**config.mk**
```make
export PLATFORM = sky130hd
export DESIGN_NAME = seg_page_xlate
export DESIGN_NICKNAME = d
export VERILOG_FILES = /design/src/rtl/seg_page_xlate.sv
export SDC_FILE = /design/constraint.sdc
export NUM_CORES = 1
export LEC_CHECK = 0
export BUFFER_PORTS_ARGS = -buffer_cell sky130_fd_sc_hd__buf_2
export CELL_PAD_IN_SITES_DETAIL_PLACEMENT = 0
export CELL_PAD_IN_SITES_GLOBAL_PLACEMENT = 1
export CORE_MARGIN = 2
export CORE_UTILIZATION = 35
export DETAILED_ROUTE_END_ITERATION = 8
export PLACE_DENSITY_LB_ADDON = 0.25
export SETUP_SLACK_MARGIN = 0.4
export SLEW_MARGIN = 40
export SYNTH_ARGS = -nofsm -noshare
export SYNTH_HDL_FRONTEND = slang
export SYNTH_SLANG_ARGS = --single-unit
```
**constraint.sdc**
```tcl
create_clock -name clk -period 13.2 [get_ports clk]
set_input_delay 1.32 -clock clk [delete_from_list [all_inputs] [get_ports clk]]
set_output_delay 1.32 -clock clk [all_outputs]
set_load 0.05 [all_outputs]
```
**src/rtl/seg_page_xlate.sv**
```systemverilog
module seg_page_xlate #(
  parameter int VA_W  = 32,
  parameter int SEG_W = 3,
  parameter int OFF_W = 12,
  parameter int PPN_W = 18,
  parameter int AW    = 30,
  localparam int VPN_W = VA_W - SEG_W - OFF_W,
  localparam int CNT_W = VPN_W + 1,
  localparam int PA_W  = PPN_W + OFF_W
) (
  input  logic             clk,
  input  logic             rst_n,
  input  logic             cfg_we,
  input  logic [SEG_W-1:0] cfg_seg,
  input  logic [AW-1:0]    cfg_base,
  input  logic [CNT_W-1:0] cfg_count,
  input  logic             req_valid,
  output logic             req_ready,
  input  logic [VA_W-1:0]  req_vaddr,
  output logic             mem_req,
  output logic [AW-1:0]    mem_addr,
  input  logic             mem_rvalid,
  input  logic [PPN_W-1:0] mem_rdata,
  output logic             rsp_valid,
  output logic             rsp_fault,
  output logic [PA_W-1:0]  rsp_paddr
);
  localparam int NSEG = 1 << SEG_W;

  typedef enum logic [1:0] {S_IDLE, S_SEG, S_MEM, S_DONE} state_t;

  state_t           state;
  logic [AW-1:0]    base_q  [NSEG];
  logic [CNT_W-1:0] count_q [NSEG];
  logic [VA_W-1:0]  vaddr_q;
  logic [AW-1:0]    addr_q;
  logic [PPN_W-1:0] ppn_q;
  logic             fault_q;

  logic [SEG_W-1:0] seg;
  logic [VPN_W-1:0] vpn;
  logic [OFF_W-1:0] off;
  logic             out_of_range;

  assign seg = vaddr_q[VA_W-1 -: SEG_W];
  assign vpn = vaddr_q[OFF_W +: VPN_W];
  assign off = vaddr_q[OFF_W-1:0];
  assign out_of_range = {1'b0, vpn} >= count_q[seg];

  assign req_ready = (state == S_IDLE);
  assign mem_req   = (state == S_MEM);
  assign mem_addr  = addr_q;
  assign rsp_valid = (state == S_DONE);
  assign rsp_fault = fault_q;
  assign rsp_paddr = fault_q ? '0 : {ppn_q, off};

  always_ff @(posedge clk) begin
    if (!rst_n) begin
      for (int i = 0; i < NSEG; i++) begin
        base_q[i]  <= '0;
        count_q[i] <= '0;
      end
    end else if (cfg_we) begin
      base_q[cfg_seg]  <= cfg_base;
      count_q[cfg_seg] <= cfg_count;
    end
  end

  always_ff @(posedge clk) begin
    if (!rst_n) begin
      state   <= S_IDLE;
      vaddr_q <= '0;
      addr_q  <= '0;
      ppn_q   <= '0;
      fault_q <= 1'b0;
    end else begin
      case (state)
        S_IDLE:
          if (req_valid) begin
            vaddr_q <= req_vaddr;
            fault_q <= 1'b0;
            state   <= S_SEG;
          end
        S_SEG:
          if (out_of_range) begin
            fault_q <= 1'b1;
            state   <= S_DONE;
          end else begin
            addr_q <= base_q[seg] + AW'(vpn);
            state  <= S_MEM;
          end
        S_MEM:
          if (mem_rvalid) begin
            ppn_q <= mem_rdata;
            state <= S_DONE;
          end
        default:
          state <= S_IDLE;
      endcase
    end
  end
endmodule

```
==> results.md, run 1 <==
- Clk_skew: ~24 ps
- I/O Buffers: around 170
- Cts-stage hold buffer count: 0
- Pre-antenna DRT Iters: 5
- Post-synth ARST share: 0%
- Ys flop type: edfxtp_1
- Total gr overflow: 0
- Antenna viol nets, final: 0
- Die Y: 253 microns
- H-tree Lvls: 2
- Syn Nets: between 1500 and 2000
- Fmax: 198 MHz
- Final worst-path cycle share: about two fifths
- EDFF count, synth: 384
- Startpoint type of the worst setup path: register
- GP Congestion: between 0.7 and 0.8
- Total of max-cap violations: 0
- Global-route wire length before repair: roughly 89000 microns
- Rows: 91
- Post-synth top area cell: edfxtp_1
- Hold path depth: 2
- Die Footprint: 63900 sq um
- Routed vias: about 13000
- Synth Register Bits: 470
- Number of global-route vias before repair: about 14000
- Worst hold endpoint: ppn_q[16]$_SDFFE_PN0P_
- WP data arrival: about 5600 ps
- # setup viols final: 0
- Commonest cells after routing, fill and taps aside: and2_1 (387), edfxtp_1 (384), buf_2 (169), nand2_1 (120), mux4_2 (89)
- Worst setup path class: register to register
- Fin Setup TNS: 0 ps
- FF-to-FF End: mem_addr[26]$_SDFFE_PN0P_
- Worst slew pin tran: roughly 800 ps
- Worst slew margin: 46.1%
- CP Max Fanout: 31
- Commonest non-fill, non-tap cell in the layout: and2_1
- Top cell type's share of synthesized area: a little over half
- Initial Util: a little over a third
- Fillers: between 5000 and 6000
- # clock sinks: 470
- Min-Delay Startpoint: ppn_q[16]$_SDFFE_PN0P_
- Netlist cell types: 61
- CTS-repair resized insts: 0
- # IOs: 170
- Min Tclk post-route: between 5000 and 6000 ps
- Setup bufs post-CTS: 0
- FF-to-FF path depth: 11
- DIE WIDTH: ~250 microns
- Pre-CTS WS: between 8000 and 9000 ps
- RSZ-0062 raised after global routing: no
- YS warnings: 0
- Post-Route WL: roughly 60000 microns
- Routed wire per std cell: ~23 microns
- Root Driver: clkbuf_16
- Fin nets: between 1500 and 2000
- Multi-input gate area: between 8000 and 9000 sq um
- Core ar.: roughly 60000 sq um
- Area growth, synth to finish: 16.1%
- CTS clk-pin slew, worst paths: about 60 ps
- Area occupied by registers: roughly 13000 sq um
- Number of antenna violations at the first check in global routing: 6
- CTS max path bufs: 3
- Synth area leaders: edfxtp_1 (53%), and2_1 (11%), mux4_2 (9.3%)
- HPWL after DPL: around 36000 microns
- Hold Fails Final Rpt: 0
- HP Class: register to register
- Critical Path End Type: register
- Vias per cell: about 5.2
- Fraction of layout instances using a drive strength above 1: around 23%
- Post-Syn Area: approximately 22000 sq um
- Status: complete, no violations
- Post-Syn Area per Cell: around 14 sq um
- All-Layer GR Usage: 18.9%
- Reg2Reg Setup Slack: 8140 ps
- Largest net degree at the start of global routing: 69
- Max Transition Viols Final: 0
- TritonCTS clock tree: built
- TritonCTS Buffers: 52
- DRC Markers: 0
- Seq/Total Area, Yosys: 61.2%
- Peak VDD IR: roughly 110 uV
- Clk_lat worst skew: about 600 ps
- Critical Path RT: 13720 ps
- Final setup margin: ~8100 ps
- Leak: 9.09 nW
- Iteration-0 DRC Markers: 1072
- Synth Instances: 1572
- Pwr Density: 170 nW/um^2
==> critical path: stages, from the launching register on <==
cell and delay [ps]:
dfxtp_4 670, buf_4 640, mux4_2 590, mux2_2 280, ha_1 350, nor2b_1 210, o31a_1 250, o211ai_1 230
o311ai_1 760, nor2_1 260, or4b_1 590, o211ai_1 120
==> metrics by stage <==
step           instance area [sq um]  util (%)  hold slack [ps]  power (mW)  instances
3_5_place_dp                   23500      38.2              442        2.88       2463
3_3_place_gp                   23400      38.1              438        2.87       2460
5_1_grt                        25200      40.9              473        4.46       2560
2_1_floorplan                  21700         -              432        2.56       1572
4_1_cts                        25200      40.9              450        4.32       2560
6_report                       25200      40.9              448        4.28       2562
==> report_power, final <==
| group | leakage [nW] | internal, mW | switching (mW) |
|---|---|---|---|
| Sequential | 4.38 | 1.74 | 0.104 |
| Combinational | 3.91 | 0.365 | 0.636 |
| Clock | 0.803 | 0.834 | 0.600 |
==> cells by family after synthesis <==
group	synth area share, %
AND/OR/NAND/NOR	16.4
flip-flops	61.2
multiplexers	13.0
AO/OA/AOI/OAI	4.46
buffers and inverters	2.02
adder cells (fa/ha/maj)	2.29
XOR/XNOR	0.687
==> cells in the mapped netlist (9+ instances only) <==
cell      number
edfxtp_1     384
mux2i_1       44
o21ai_0       20
buf_1         14
and2_1       387
inv_1         10
xnor2_1       12
ha_1          38
o211ai_1       9
dfxtp_1       86
a21oi_1       66
nor2b_1       33
nand2b_1       9
nor2_1        35
or3_1          9
nand3_1       11
nand2_1      120
mux2_2        17
clkbuf_1      72
mux4_2        89
==> sequential cells by signal, indices dropped and copies added (netlist names), named ones only <==
register and count:
base_q 240, count_q 144, vaddr_q 32, mem_addr 30, ppn_q 18, state 2
rsp_fault 1
==> how the worst max path moves through the flow <==
stage,from,to,slack [ps],depth (start not counted)
after floorplan,rst_n,base_q[3][0]$_SDFFCE_PN0P_,7460,3
after global routing,register,mem_addr[29]$_SDFFE_PN0P_,7850,12
after detailed placement,register,mem_addr[29]$_SDFFE_PN0P_,8100,12
after global placement,register,mem_addr[29]$_SDFFE_PN0P_,8150,12
final,register,mem_addr[26]$_SDFFE_PN0P_,8140,11
after CTS,register,mem_addr[28]$_SDFFE_PN0P_,8080,12
==> per-layer routing <==
metal	track usage [%]	up-vias	part of all wire (%)
li1	-	6066	-
met1	27.9	6748	48
met2	29.4	350	45
met3	2.99	75	5.1
met4	4.16	4	1.6
met5	0	-	0.038
==> final cells by class <==
cell class,instances,share of cell area [%]
Sequential cell,470,52.7
Multi-Input combinational cell,995,32.3
Clock buffer,68,5.50
Timing Repair Buffer,197,4.33
Tap cell,790,3.93
Clock inverter,29,1.07
Inverter,11,0.164
Antenna cell,2,0.0199
Note: power is estimated with default switching activity, not from simulation.
==> inputs of run 2 (changes only) <==
--- a/config.mk
+++ b/config.mk
@@ -5,6 +5,7 @@
 export SDC_FILE = /design/constraint.sdc
 export NUM_CORES = 1
 export LEC_CHECK = 0
+export ABC_AREA = 1
 export BUFFER_PORTS_ARGS = -buffer_cell sky130_fd_sc_hd__buf_2
 export CELL_PAD_IN_SITES_DETAIL_PLACEMENT = 0
 export CELL_PAD_IN_SITES_GLOBAL_PLACEMENT = 1
==> constraint.sdc (replaced) <==
create_clock -name clk -period 4.4 [get_ports clk]
set_input_delay 0.44 -clock clk [delete_from_list [all_inputs] [get_ports clk]]
set_output_delay 0.44 -clock clk [all_outputs]
set_load 0.05 [all_outputs]
==> results.md, run 2 <==
- Register bank with the most flops: base_q (unchanged)
- Status: complete, no violations (unchanged)
- Final setup margin: 685 ps (was 8140 ps)
- Number of antenna violations at the first check in global routing: 4 (was 6)
- Non-filler cells, final: 3221 (was 2562)
- Die Y: 252 microns (was 253 microns)
- Dpl cells: 3120 (was 2463)
- Clk_skew: 32.2 ps (was 24.3 ps)
- HPWL after DPL: 40300 microns (was 35600 microns)
- Pre-antenna DRT Iters: 5 (unchanged)
- GP Congestion: 0.853 (was 0.795)
- Post-synth top area cell: edfxtp_1 (unchanged)
- YS warnings: 0 (unchanged)
- DRC Markers: 0 (unchanged)
- Worst slew pin tran: 848 ps (was 795 ps)
- Post-Route WL: 65700 microns (was 59800 microns)
- Most frequent cell after synthesis: nor2_1 (was and2_1)
- TritonCTS Buffers: 53 (was 52)
- Vias per cell: 5.12 (was 5.17)
- Area growth, synth to finish: 15.8% (was 16.1%)
- Number of global-route vias before repair: 15900 (was 13600)
- Fin nets: 2541 (was 1872)
- Synth area leaders: edfxtp_1 (54%), nor2_1 (13%), dfxtp_1 (8.0%) (was edfxtp_1 (53%), and2_1 (11%), mux4_2 (9.3%))
- WP data arrival: 4190 ps (was 5580 ps)
- CTS max path bufs: 3 (unchanged)
- Final worst-path cycle share: 84.4% (was 38.4%)
- Sequential share of power: 37.4% (was 43.1%)
- Root Driver: clkbuf_16 (unchanged)
- Fraction of layout instances using a drive strength above 1: 15.2% (was 22.6%)
- # setup viols final: 0 (unchanged)
- EDFF count, synth: 384 (unchanged)
- Largest net degree at the start of global routing: 88 (was 69)
- Slowest Stage Delay on Critical Path: 490 ps (was 760 ps)
- All-Layer GR Usage: 20.6% (was 18.9%)
- Critical Path End Type: register (unchanged)
- Peak VDD IR: 325 uV (was 108 uV)
- Syn Nets: 2402 (was 1717)
- Worst setup path class: register to register (unchanged)
- Core ar.: 60600 sq um (was 61500 sq um)
- Routed wire per std cell: 20.4 microns (was 23.4 microns)
- Pwr Density: 598 nW/um^2 (was 170 nW/um^2)
- Total gr overflow: 0 (unchanged)
- Switching power total: 5.74 mW (was 1.34 mW)
- Most frequent CP cell: nand2_1 (was o211ai_1)
- Post-synth top cells: nor2_1 (764), edfxtp_1 (384), o21ai_0 (257), nand2_1 (162), inv_1 (122) (was and2_1 (387), edfxtp_1 (384), nand2_1 (120), mux4_2 (89), dfxtp_1 (86))
- Seq/Total Area, Yosys: 61.6% (was 61.2%)
- DIE WIDTH: 252 microns (was 253 microns)
- Total of max-cap violations: 0 (unchanged)
- Comb pwr share: 34.4% (was 23.4%)
- H-tree Lvls: 2 (unchanged)
- Commonest cells after routing, fill and taps aside: nor2_1 (764), edfxtp_1 (384), o21ai_0 (256), buf_2 (169), nand2_1 (145) (was and2_1 (387), edfxtp_1 (384), buf_2 (169), nand2_1 (120), mux4_2 (89))
- Initial Util: 35.5% (was 35.2%)
- CP cell instances: buf_8 > nor2_1 > nor2_1 > o21ai_0 > a31oi_1 > ha_1 > inv_1 > fa_1 > nand3b_1 > nand2_1 > nand2_1 > nand2_1 > nand3_1 > nand2_1 > nand2_1 > nand2_1 > nand2_1 > nor2_1 > nand2_1 > a21oi_1 > nor2_1 (was buf_4 > mux4_2 > mux2_2 > ha_1 > nor2b_1 > o31a_1 > o211ai_1 > o311ai_1 > nor2_1 > or4b_1 > o211ai_1)
- Global-route wire length before repair: 98500 microns (was 88900 microns)
- Clk network pwr share: 28.2% (was 33.5%)
- TritonCTS clock tree: built (unchanged)
- Switching Share: 38.6% (was 31.3%)
- Post-Syn Area: 21500 sq um (was 21700 sq um)
- Biggest regs: base_q x240, count_q x144, vaddr_q x32 (unchanged)
- Fillers: 5980 (was 5742)
- Ys flop type: edfxtp_1 (unchanged)
- Clk_lat worst skew: 610 ps (was 600 ps)
- Pre-CTS WS: 509 ps (was 8100 ps)
- Iteration-0 DRC Markers: 1350 (was 1072)
- Hold Fails Final Rpt: 0 (unchanged)
- Diode count: 0 (was 2)
- Fin util: 41.1% (was 40.9%)
- # IOs: 170 (unchanged)
- Startpoint type of the worst setup path: register (unchanged)
- Commonest non-fill, non-tap cell in the layout: nor2_1 (was and2_1)
- Largest register FFs: 240 (unchanged)
- Antenna viol nets, final: 0 (unchanged)
- I/O Buffers: 169 (unchanged)
- Fin Setup TNS: 0 ps (unchanged)
- RSZ-0062 raised after global routing: no (unchanged)
- Synth Instances: 2257 (was 1572)
- Critical Path RT: 4870 ps (was 13720 ps)
- Synth Register Bits: 470 (unchanged)
- CTS clk-pin slew, worst paths: 60 ps (about the same)
- Fmax: 269 MHz (was 198 MHz)
- Min Tclk post-route: 3720 ps (was 5060 ps)
- Top cell type's share of synthesized area: 53.6% (was 53.2%)
- Leak: 9.95 nW (was 9.09 nW)
- Netlist cell types: 43 (was 61)
- Routed vias: 16500 (was 13200)
- Top Family by Delay on Critical Path: simple AND/OR/NAND/NOR gates (was compound AO/OA/AOI/OAI gates)
- Post-synth ARST share: 0% (unchanged)
- Rows: 90 (was 91)
- Internal: 9.14 mW (was 2.94 mW)
- HP Class: primary input to register (was register to register)
- Die Footprint: 63400 sq um (was 63900 sq um)
- Total power: 14.9 mW (was 4.28 mW)
- Worst slew margin: 43.5% (was 46.1%)
- Cell with the largest stage delay on the worst path: dfxtp_4 (was o311ai_1)
- Max Transition Viols Final: 0 (unchanged)
- # clock sinks: 470 (unchanged)
- Post-Syn Area per Cell: 9.52 sq um (was 13.8 sq um)
- CP Max Fanout: 30 (was 31)
- CP bufs+invs: 2 (was 1)
-- run 2: changes by cell type in the layout (fill, tap and decap cells not counted), moves of 28 or more --
cell / change
inv_1: +110
nor2_1: +735
o21ai_0: +242
mux4_2: -89
and2_1: -387
o22ai_1: +41
mux2i_1: -44
o21ai_1: +28
nor2b_1: -33
nand2_2: +30
-- run 2: layer usage --
layer / vias up / track usage [%] / share of wire (%)
met3: 100 / 4.31 / 6.8
met4: 6 / 5.82 / 2.4
met1: 7955 / 27.4 / 44
met5: - / 0 / 0.070
li1: 7891 / - / -
met2: 546 / 33.9 / 47
-- run 2: power groups by stage --
| stage | clock [mW] | combinational (mW) | sequential (mW) |
|---|---|---|---|
| global route | 4.46 | 5.64 | 5.61 |
| floorplan | 0 | 3.16 | 5.93 |
| global placement | 0 | 5.05 | 5.65 |
| CTS | 4.28 | 5.10 | 5.57 |
| detailed placement | 0 | 5.09 | 5.66 |
| finish | 4.20 | 5.13 | 5.56 |
-- run 2: kinds of logic after synthesis --
family | Yosys count | share of synthesized area [%]
simple gates | 997 | 18.2
flops | 470 | 61.6
compound gates | 462 | 11.7
buf+inv | 269 | 5.27
fa+ha+maj | 39 | 2.30
xor+xnor | 20 | 0.815
-- run 2: path summary, 6_finish.rpt --
kind,startpoint,endpoint,slack (ps),cells past startpoint
max,register,mem_addr[28]$_SDFFE_PN0P_,680,21
max reg2reg,register,mem_addr[28]$_SDFFE_PN0P_,680,21
min reg2reg,ppn_q[12]$_SDFFE_PN0P_,ppn_q[12]$_SDFFE_PN0P_,450,2
min,req_vaddr[18],vaddr_q[18]$_SDFFE_PN0P_,90,3
-- run 2: cell type report --
cell class / instances / area, sq um / area share (%)
clock buffer: 67 / 1410 / 5.68
clock inverter: 31 / 214 / 0.860
inverter: 129 / 492 / 1.98
multi-input combinational: 1518 / 7170 / 28.8
sequential: 470 / 13300 / 53.3
tap: 782 / 978 / 3.93
timing repair buffer: 224 / 1350 / 5.44
-- run 2: worst reg2reg max path, delay by kind of cell, from the launching register on --
kind / cells / cell delay [ps]
flip-flops: 1 / 490
AO/OA/AOI/OAI: 3 / 510
buffers and inverters: 2 / 320
AND/OR/NAND/NOR: 14 / 1600
adder cells (fa/ha/maj): 2 / 680
-- run 2: what timing repair did --
item | CTS | global route
gates resized for setup | 0 | 8
endpoints found under the setup margin | 0 | 25
hold buffers | 0 | 0
setup buffers | 0 | 3
-- run 2: metrics by stage --
stage                     cell area [sq um]  hold slack (ps)
after floorplan                       21500              430
after global placement                23200              439
after detailed placement              23200              447
after CTS                             24800             65.2
after global routing                  24900              104
final                                 24900             92.0
==> inputs of run 3 (changes only) <==
==> constraint.sdc (replaced) <==
create_clock -name clk -period 3.7 [get_ports clk]
set_input_delay 0.37 -clock clk [delete_from_list [all_inputs] [get_ports clk]]
set_output_delay 0.37 -clock clk [all_outputs]
set_load 0.05 [all_outputs]
==> results.md, run 3 (synthesis gave the netlist of run 2 again) <==
- Status: complete, no violations (unchanged)
- Commonest cells after routing, fill and taps aside: nor2_1 (762), edfxtp_1 (384), o21ai_0 (244), buf_2 (170), nand2_1 (137) (was nor2_1 (764), edfxtp_1 (384), o21ai_0 (256), buf_2 (169), nand2_1 (145))
- Worst setup path class: register to register (unchanged)
- Hold Fails Final Rpt: 0 (unchanged)
- Rows: 90 (unchanged)
- Largest register FFs: 240 (unchanged)
- Finished Cell Area: 25600 sq um (was 24900 sq um)
- Pre-antenna DRT Iters: 6 (was 5)
- Leak: 10.3 nW (was 9.95 nW)
- Fin nets: 2578 (was 2541)
- Max Transition Viols Final: 0 (unchanged)
- Worst slew margin: 41.7% (was 43.5%)
- Peak VDD IR: 405 uV (was 325 uV)
- Clk_lat worst skew: 620 ps (was 610 ps)
- DIE WIDTH: 252 microns (unchanged)
- Commonest non-fill, non-tap cell in the layout: nor2_1 (unchanged)
- Fmax: 313 MHz (was 269 MHz)
- TritonCTS Buffers: 52 (was 53)
- Post-DP Area: 23400 sq um (was 23200 sq um)
- Diode count: 0 (unchanged)
- All-Layer GR Usage: 21.5% (was 20.6%)
- RSZ-0062 raised after global routing: yes (was no)
- Area growth, synth to finish: 19.2% (was 15.8%)
- Final worst-path cycle share: 86.3% (was 84.4%)
- Startpoint type of the worst setup path: register (unchanged)
- # setup viols final: 0 (unchanged)
- Worst slew pin tran: 874 ps (was 848 ps)
- Reg2Reg Setup Slack: 510 ps (was 680 ps)
- Final setup margin: 509 ps (was 685 ps)
- Total of max-cap violations: 0 (unchanged)
- Clk_skew: 20.2 ps (was 32.2 ps)
- Routed wire per std cell: 21.6 microns (was 20.4 microns)
- Pwr Density: 721 nW/um^2 (was 598 nW/um^2)
- Register bank with the most flops: base_q (unchanged)
- Root Driver: clkbuf_16 (unchanged)
- CTS max path bufs: 3 (unchanged)
- Die Footprint: 63400 sq um (unchanged)
- Vias per cell: 5.17 (was 5.12)
- Post-Route WL: 70200 microns (was 65700 microns)
- Initial Util: 35.5% (unchanged)
- Routed vias: 16800 (was 16500)
- CTS clk-pin slew, worst paths: 60 ps (about the same)
- # IOs: 170 (unchanged)
- Fin Setup TNS: 0 ps (unchanged)
- Iteration-0 DRC Markers: 1398 (was 1350)
- Number of global-route vias before repair: 16400 (was 15900)
- Die Y: 252 microns (unchanged)
- Antenna viol nets, final: 0 (unchanged)
- HPWL after DPL: 40300 microns (about the same)
- Largest net degree at the start of global routing: 65 (was 88)
- DRC Markers: 0 (unchanged)
- Min Tclk post-route: 3190 ps (was 3720 ps)
- I/O Buffers: 169 (unchanged)
- Pre-CTS WS: 335 ps (was 509 ps)
- Critical Path End Type: register (unchanged)
- HP Class: primary input to register (unchanged)
- # clock sinks: 470 (unchanged)
- CP Max Fanout: 42 (was 30)
- WP data arrival: 3740 ps (was 4190 ps)
- Critical Path RT: 4250 ps (was 4870 ps)
- TritonCTS clock tree: built (unchanged)
- Fraction of layout instances using a drive strength above 1: 17.6% (was 15.2%)
- Core ar.: 60600 sq um (unchanged)
- H-tree Lvls: 2 (unchanged)
- Number of antenna violations at the first check in global routing: 1 (was 4)
- GP Congestion: 0.823 (was 0.853)
- Biggest regs: base_q x240, count_q x144, vaddr_q x32 (unchanged)
- Total gr overflow: 0 (unchanged)
- Global-route wire length before repair: 102000 microns (was 98500 microns)
[run 3: cell count changes in the layout (fill, tap and decap cells not counted), sizes merged]
cell	previous run	this run
dlygate4sd3	0	4
inv	130	127
buf	224	251
clkinv	23	27
clkbuf	67	74
clkinvlp	5	1
bufbuf	0	2
bufinv	2	3
[run 3: cell type report]
type / instances / area [sq um]
Fill cell: 5929 / 35000
Sequential cell: 470 / 13300
Multi-Input combinational cell: 1518 / 7300
Timing Repair Buffer: 261 / 1920
Clock buffer: 70 / 1420
Tap cell: 782 / 978
Inverter: 129 / 502
Clock inverter: 28 / 241
Timing Repair inverter: 1 / 16.3
[run 3: through the flow]
| step | instances | hold WS [ps] | power (mW) | utilization, % |
|---|---|---|---|---|
| 3_3_place_gp | 3137 | 441 | 12.9 | 38.6 |
| 2_1_floorplan | 2257 | 430 | 10.9 | - |
| 4_1_cts | 3242 | 1.08 | 18.2 | 41.7 |
| 5_1_grt | 3259 | 16.0 | 19.5 | 42.3 |
| 6_report | 3259 | 34.6 | 18.5 | 42.3 |
| 3_5_place_dp | 3137 | 446 | 13.0 | 38.6 |
[run 3: layer usage]
layer,wire length (microns),share of wire [%],track usage [%]
met2,32600,46,35.5
met1,30200,43,28.5
met5,13,0.019,0
met3,5300,7.6,4.04
met4,2160,3.1,7.17
[run 3: path summary, 6_finish.rpt]
kind,startpoint,to,cells past startpoint
worst max register to register,register,mem_addr[13]$_SDFFE_PN0P_,15
worst min-delay path,req_vaddr[27],vaddr_q[27]$_SDFFE_PN0P_,3
worst min register to register,ppn_q[10]$_SDFFE_PN0P_,ppn_q[10]$_SDFFE_PN0P_,2
worst max-delay path,register,mem_addr[13]$_SDFFE_PN0P_,15
[run 3: worst max-delay path, cell delays in order, from the launching register on]
cell	delay [ps]
dfxtp_4	400
inv_6	160
buf_16	250
o21ai_0	120
o22ai_1	190
o21ai_0	150
ha_1	360
nand2_1	140
nor4_2	310
nand4_1	220
nand4_1	150
buf_4	180
buf_12	170
nor2_1	60
buf_4	140
nor2_1	80
[run 3: report_power, final]
part	internal (mW)	leakage [nW]	total [mW]	switching (mW)
clock network	2.90	0.819	5.09	2.18
registers	6.29	4.39	6.65	0.361
logic	2.20	5.09	6.75	4.55
[run 3: timing repair]
item,4_1_cts,5_1_grt
hold buffers,4,0
gates resized for setup,11,66
endpoints found under the hold margin,4,0
setup buffers,0,12
endpoints found under the setup margin,31,32
gates cloned,3,5
pin swaps,0,14
